## src/rtl/spi_nor_pkg.sv

```systemverilog
package spi_nor_pkg;
  localparam int PAGE_BITS = 8;

  localparam logic [7:0] OP_WREN = 8'h06;
  localparam logic [7:0] OP_WRDI = 8'h04;
  localparam logic [7:0] OP_RDSR = 8'h05;
  localparam logic [7:0] OP_WRSR = 8'h01;
  localparam logic [7:0] OP_READ = 8'h03;
  localparam logic [7:0] OP_PROG = 8'h02;
  localparam logic [7:0] OP_SECT = 8'hD8;
  localparam logic [7:0] OP_BULK = 8'hC7;
  localparam logic [7:0] OP_SIG  = 8'hAB;

  typedef struct packed {
    logic                 setWel;
    logic                 clrWel;
    logic                 wrStatus;
    logic                 lockIn;
    logic [2:0]           protIn;
    logic                 bufClear;
    logic                 bufWrite;
    logic [PAGE_BITS-1:0] bufIdx;
    logic [7:0]           bufData;
    logic                 startProg;
    logic                 startSector;
    logic                 startBulk;
  } norStrobe_t;
endpackage

```

## src/rtl/spi_nor_ctrl.sv

```systemverilog
module spi_nor_ctrl
  import spi_nor_pkg::*;
#(
  parameter int         MEM_BITS = 11,
  parameter logic [7:0] SIG_BYTE = 8'h13
) (
  input  logic                clk,
  input  logic                rstN,
  input  logic                csN,
  input  logic                sck,
  input  logic                mosi,
  input  logic [7:0]          statusByte,
  input  logic [7:0]          rdByte,
  output logic [MEM_BITS-1:0] rdAddr,
  output logic [MEM_BITS-1:0] opAddr,
  output logic                miso,
  output norStrobe_t          strb
);
  typedef enum logic [1:0] {PH_OPC, PH_ADDR, PH_DATA, PH_IGN} phase_t;

  logic                 sckQ, csQ, misoQ, gotData;
  logic [2:0]           bitCnt;
  logic [1:0]           addrCnt;
  logic [7:0]           shReg, op, lastData, txSh, nextTx;
  logic [MEM_BITS-1:0]  addrQ, rdAddrQ;
  logic [PAGE_BITS-1:0] pageIdx;
  phase_t               phase;

  logic sckRise, sckFall, csRise, byteDone, commit, wip, wel;
  logic [7:0] newByte;

  assign sckRise  = sck & ~sckQ & ~csN;
  assign sckFall  = ~sck & sckQ & ~csN;
  assign csRise   = csN & ~csQ;
  assign byteDone = sckRise && (bitCnt == 3'd7);
  assign newByte  = {shReg[6:0], mosi};
  assign commit   = csRise && (bitCnt == 3'd0) && (phase == PH_DATA);
  assign wip      = statusByte[0];
  assign wel      = statusByte[1];

  always_comb begin
    nextTx = 8'h00;
    if (phase == PH_DATA) begin
      if (op == OP_RDSR)      nextTx = statusByte;
      else if (op == OP_READ) nextTx = rdByte;
      else if (op == OP_SIG)  nextTx = SIG_BYTE;
    end
  end

  always_comb begin
    strb          = '0;
    strb.setWel   = commit && (op == OP_WREN);
    strb.clrWel   = commit && (op == OP_WRDI);
    strb.wrStatus = commit && (op == OP_WRSR) && gotData && wel;
    strb.lockIn   = lastData[7];
    strb.protIn   = lastData[4:2];
    strb.bufClear = byteDone && (phase == PH_OPC) && (newByte == OP_PROG) && !wip;
    strb.bufWrite = byteDone && (phase == PH_DATA) && (op == OP_PROG);
    strb.bufIdx   = pageIdx;
    strb.bufData  = newByte;
    strb.startProg   = commit && (op == OP_PROG) && gotData && wel;
    strb.startSector = commit && (op == OP_SECT) && wel;
    strb.startBulk   = commit && (op == OP_BULK) && wel;
  end

  always_ff @(posedge clk or negedge rstN) begin
    if (!rstN) begin
      sckQ <= 1'b0; csQ <= 1'b1; misoQ <= 1'b0; gotData <= 1'b0;
      bitCnt <= '0; addrCnt <= '0; shReg <= '0; op <= '0;
      lastData <= '0; txSh <= '0; addrQ <= '0; rdAddrQ <= '0;
      pageIdx <= '0; phase <= PH_OPC;
    end else begin
      sckQ <= sck;
      csQ  <= csN;
      if (csN) begin
        bitCnt <= '0; addrCnt <= '0; gotData <= 1'b0;
        misoQ <= 1'b0; phase <= PH_OPC;
      end else begin
        if (sckRise) begin
          bitCnt <= bitCnt + 3'd1;
          shReg  <= newByte;
          if (bitCnt == 3'd7) begin
            case (phase)
              PH_OPC: begin
                op <= newByte;
                if (wip && newByte != OP_RDSR) phase <= PH_IGN;
                else begin
                  case (newByte)
                    OP_READ, OP_PROG, OP_SECT, OP_SIG:          phase <= PH_ADDR;
                    OP_WREN, OP_WRDI, OP_RDSR, OP_WRSR, OP_BULK: phase <= PH_DATA;
                    default:                                     phase <= PH_IGN;
                  endcase
                end
              end
              PH_ADDR: begin
                addrQ   <= MEM_BITS'({addrQ, newByte});
                addrCnt <= addrCnt + 2'd1;
                if (addrCnt == 2'd2) begin
                  phase   <= PH_DATA;
                  rdAddrQ <= MEM_BITS'({addrQ, newByte});
                  pageIdx <= newByte;
                end
              end
              PH_DATA: begin
                gotData  <= 1'b1;
                lastData <= newByte;
                if (op == OP_PROG) pageIdx <= pageIdx + 1'b1;
              end
              default: ;
            endcase
          end
        end
        if (sckFall) begin
          if (bitCnt == 3'd0) begin
            misoQ <= nextTx[7];
            txSh  <= {nextTx[6:0], 1'b0};
            if (phase == PH_DATA && op == OP_READ) rdAddrQ <= rdAddrQ + 1'b1;
          end else begin
            misoQ <= txSh[7];
            txSh  <= {txSh[6:0], 1'b0};
          end
        end
      end
    end
  end

  assign miso   = misoQ;
  assign rdAddr = rdAddrQ;
  assign opAddr = addrQ;
endmodule

```

## config.mk

```make
export PLATFORM = sky130hd
export DESIGN_NAME = spi_nor_ctrl
export DESIGN_NICKNAME = d
export VERILOG_FILES = /design/src/rtl/spi_nor_pkg.sv /design/src/rtl/spi_nor_ctrl.sv
export SDC_FILE = /design/constraint.sdc
export NUM_CORES = 1
export LEC_CHECK = 0
export BUFFER_PORTS_ARGS = -buffer_cell sky130_fd_sc_hd__buf_2
export CAP_MARGIN = 10
export CORE_MARGIN = 4
export CORE_UTILIZATION = 55
export DETAILED_ROUTE_END_ITERATION = 8
export HOLD_SLACK_MARGIN = 0.1
export PLACE_DENSITY = 0.79
export SYNTH_ARGS = -nofsm -noshare
export SYNTH_HDL_FRONTEND = slang
export SYNTH_SLANG_ARGS = --single-unit
```

## constraint.sdc

```tcl
create_clock -name clk -period 2.15 [get_ports clk]
set_input_delay 0 -clock clk [delete_from_list [all_inputs] [get_ports clk]]
set_output_delay 0 -clock clk [all_outputs]
set_load 0.01 [all_outputs]
```

==> flow_summary.json <==
{
  "status": "complete, no violations",
  "overflow": 0,
  "drt-total-wl_um": 10610,
  "synth_top_cell_by_area": "dfrtp_1",
  "gp_congestion": 0.8592,
  "async_reset_ff_share_pct": 100.0,
  "cts_tree": "done",
  "ys_seq_area_share_pct": 42.72,
  "vias": 3486,
  "required_ns": 2.15,
  "hold_start": "statusByte[5]",
  "yosys_warnings": 0,
  "ir_drop_mv": 0.6791,
  "drt_pre_antenna_iters": 7,
  "nets": 499,
  "ant_nets": 0,
  "drc_errors": 0,
  "crit_fanout": 8,
  "drtIter0Drc": 318,
  "htreeDepth": 3,
  "track_usage_pct": 25.66,
  "timing.slew.headroom_pct": 62.93,
  "antenna_cells": 0,
  "io_buffers": 71,
  "hold_violations": 0,
  "rsz0062_at_grt": "true",
  "r2r_cells": 6,
  "cts_sinks": 67,
  "antenna_found_initial": 0,
  "slew_violations": 0,
  "first_global_vias": 3486,
  "synthToLayoutAreaGrowth_pct": 24.43,
  "wl_per_cell_um": 18.61,
  "fp-row-count": 30,
  "syn_area_sq_um": 3928,
  "viasPerCell": 6.116,
  "clk_latency_ns": 0.35,
  "cts_max_path_buffers": 2,
  "synth_edf_count": 0,
  "worstMarginPinSlew_ns": 0.5561,
  "placedCellCount": 532,
  "crit_arrival_ns": 2.06,
  "hp-class": "primary input to flop",
  "avgSynthCellArea_sq_um": 10.39,
  "fin_crit_ns": 2.056,
  "critical_path_class": "flop to primary output",
  "preCtsSetupSlack_ns": 0.06753,
  "synthCells": 378,
  "globalRouteMet2Util_pct": 41.33,
  "grt.met3_usage_pct": 5.686,
  "setup_violations": 0,
  "grt_pass1_wl_um": 17520,
  "drive_above_1_share_pct": 34.60,
  "synth_ff_type": "dfrtp_1",
  "yosysMostFrequentCell": "dfrtp_1",
  "syn_nets": 408,
  "cellLeakagePower_nw": 2.246,
  "hold_path_depth": 4,
  "finish.cell_count_without_fillers": 570,
  "worstReg2RegStart": "bitCnt[0]",
  "critPathLaunchType": "flop",
  "whs_ns": 0.1191,
  "start_util_pct": 57.18,
  "multiInputGateArea_sq_um": 2121,
  "die_w_um": 92.51,
  "gr-max-usage-layer": "met2",
  "synth_top_area_share_pct": 42.05,
  "worstReg2RegEnd": "pageIdx[6]",
  "reg2reg_slack_ns": 0.18,
  "die_h_um": 92.51,
  "fin_crit_sh_pct": 95.64,
  "synth_area_leaders": "dfrtp_1, mux2_2, mux2_4",
  "setup_slack_ns": 0.09373,
  "grt_max_degree": 47,
  "use_met1_pct": 34.35,
  "clk_pin_slew_worst_paths_ns": 0.07,
  "endpoint_kind": "primary output",
  "fin_worst_skew_ns": 0.006954,
  "ctsRootBufferMaster": "clkbuf_8",
  "cts_buffers": 9,
  "ys_ff_latch": 67,
  "maxCapViolCount": 0,
  "hold_path_end": "txSh[6]",
  "coreArea_sq_um": 6869,
  "fin_util_pct": 71.15,
  "synth_common_cells": "dfrtp_1, nor2_1, nand2_1, mux2_2, nand4_1",
  "final-seq-area_sq_um": 1678,
  "pin_count": 72,
  "fmax_mhz": 486.3,
  "powerDensity_nw_per_um2": 690.0,
  "dieArea_sq_um": 8557,
  "dpl.hpwl_um": 6882,
  "nFillCells": 493,
  "ys_types": 68
}
[cells in the final DEF, fill, tap and decap left out, types with 9 or more instances in the layout]
cell type,count
buf_2,71
mux2_2,21
a21oi_1,14
clkbuf_8,12
buf_4,14
mux2_4,10
nand4_1,16
nand2_1,22
dlygate4sd3_1,19
nand3_1,12
dfrtp_1,66
nor3_1,12
nor2_1,33
inv_1,9
o22ai_1,11
[logic make-up after synthesis]
| family | share of synthesized area, % |
|---|---|
| adder cells (fa/ha/maj) | 2.867 |
| multiplexers | 11.88 |
| buffers and inverters | 5.288 |
| XOR/XNOR | 0.4461 |
| AO/OA/AOI/OAI | 11.50 |
| AND/OR/NAND/NOR | 25.29 |
| flip-flops | 42.72 |
[metal layers]
| layer | vias up | wire length [um] |
|---|---|---|
| li1 | 1595 | - |
| met2 | 138 | 5182 |
| met5 | - | 0 |
| met3 | 19 | 696 |
| met4 | 0 | 187 |
| met1 | 1734 | 4539 |
[through the flow]
step	power [mW]	setup TNS (ns)	instance area (sq um)
6_report	3.372	0	4887
3_5_place_dp	1.980	0	4335
2_1_floorplan	1.751	0	3928
3_3_place_gp	1.968	0	4335
4_1_cts	3.359	0	4818
5_1_grt	3.504	-0.005020	4887
[worst max path at each step]
stage / startpoint / to / slack, ns
after detailed placement: bitCnt[0] / pageIdx[6] / 0.07
after global placement: bitCnt[0] / pageIdx[4] / 0.25
after CTS: op[3] / strb[27] / 0.03
final: bitCnt[0] / strb[19] / 0.09
after global routing: bitCnt[0] / strb[19] / -0.005
after floorplan: phase[0] / strb[0] / 0.33
[final cells by class]
type                       count  area share [%]
multi-input combinational    276           43.39
sequential                    67           34.33
timing repair buffer         105           13.72
clock buffer                  12           3.379
tap                           96           2.458
clock inverter                 4           1.946
inverter                      10          0.7680
[worst max-delay path, stage by stage, from the launching register on]
cell,delay [ns]
dfrtp_1,0.39
ha_1,0.17
ha_1,0.28
and4bb_4,0.35
nand2_1,0.22
nor2_1,0.15
buf_2,0.14
[power breakdown]
group,switching [mW],leakage (nW),internal (mW)
clock,0.506,0.133,0.864
sequential,0.234,0.892,1.34
combinational,0.212,1.22,0.215
total,0.953,2.25,2.42
[state kept, by name (all words and copies together) (netlist names)]
name      cells
txSh          7
addrCnt       2
sckQ          1
shReg         7
csQ           1
bitCnt        3
lastData      4
gotData       1
rdAddr       11
phase         2
opAddr       11
op            8
miso          1
pageIdx       8
[what timing repair did]
action | CTS | global route
resized for setup | 6 | 12
endpoints found under the hold margin | 85 | 0
setup buffers | 1 | 2
setup endpoints to repair | 4 | 9
hold buffers | 19 | 0
pin swaps | 2 | 3
Note: power is estimated with default switching activity, not from simulation.
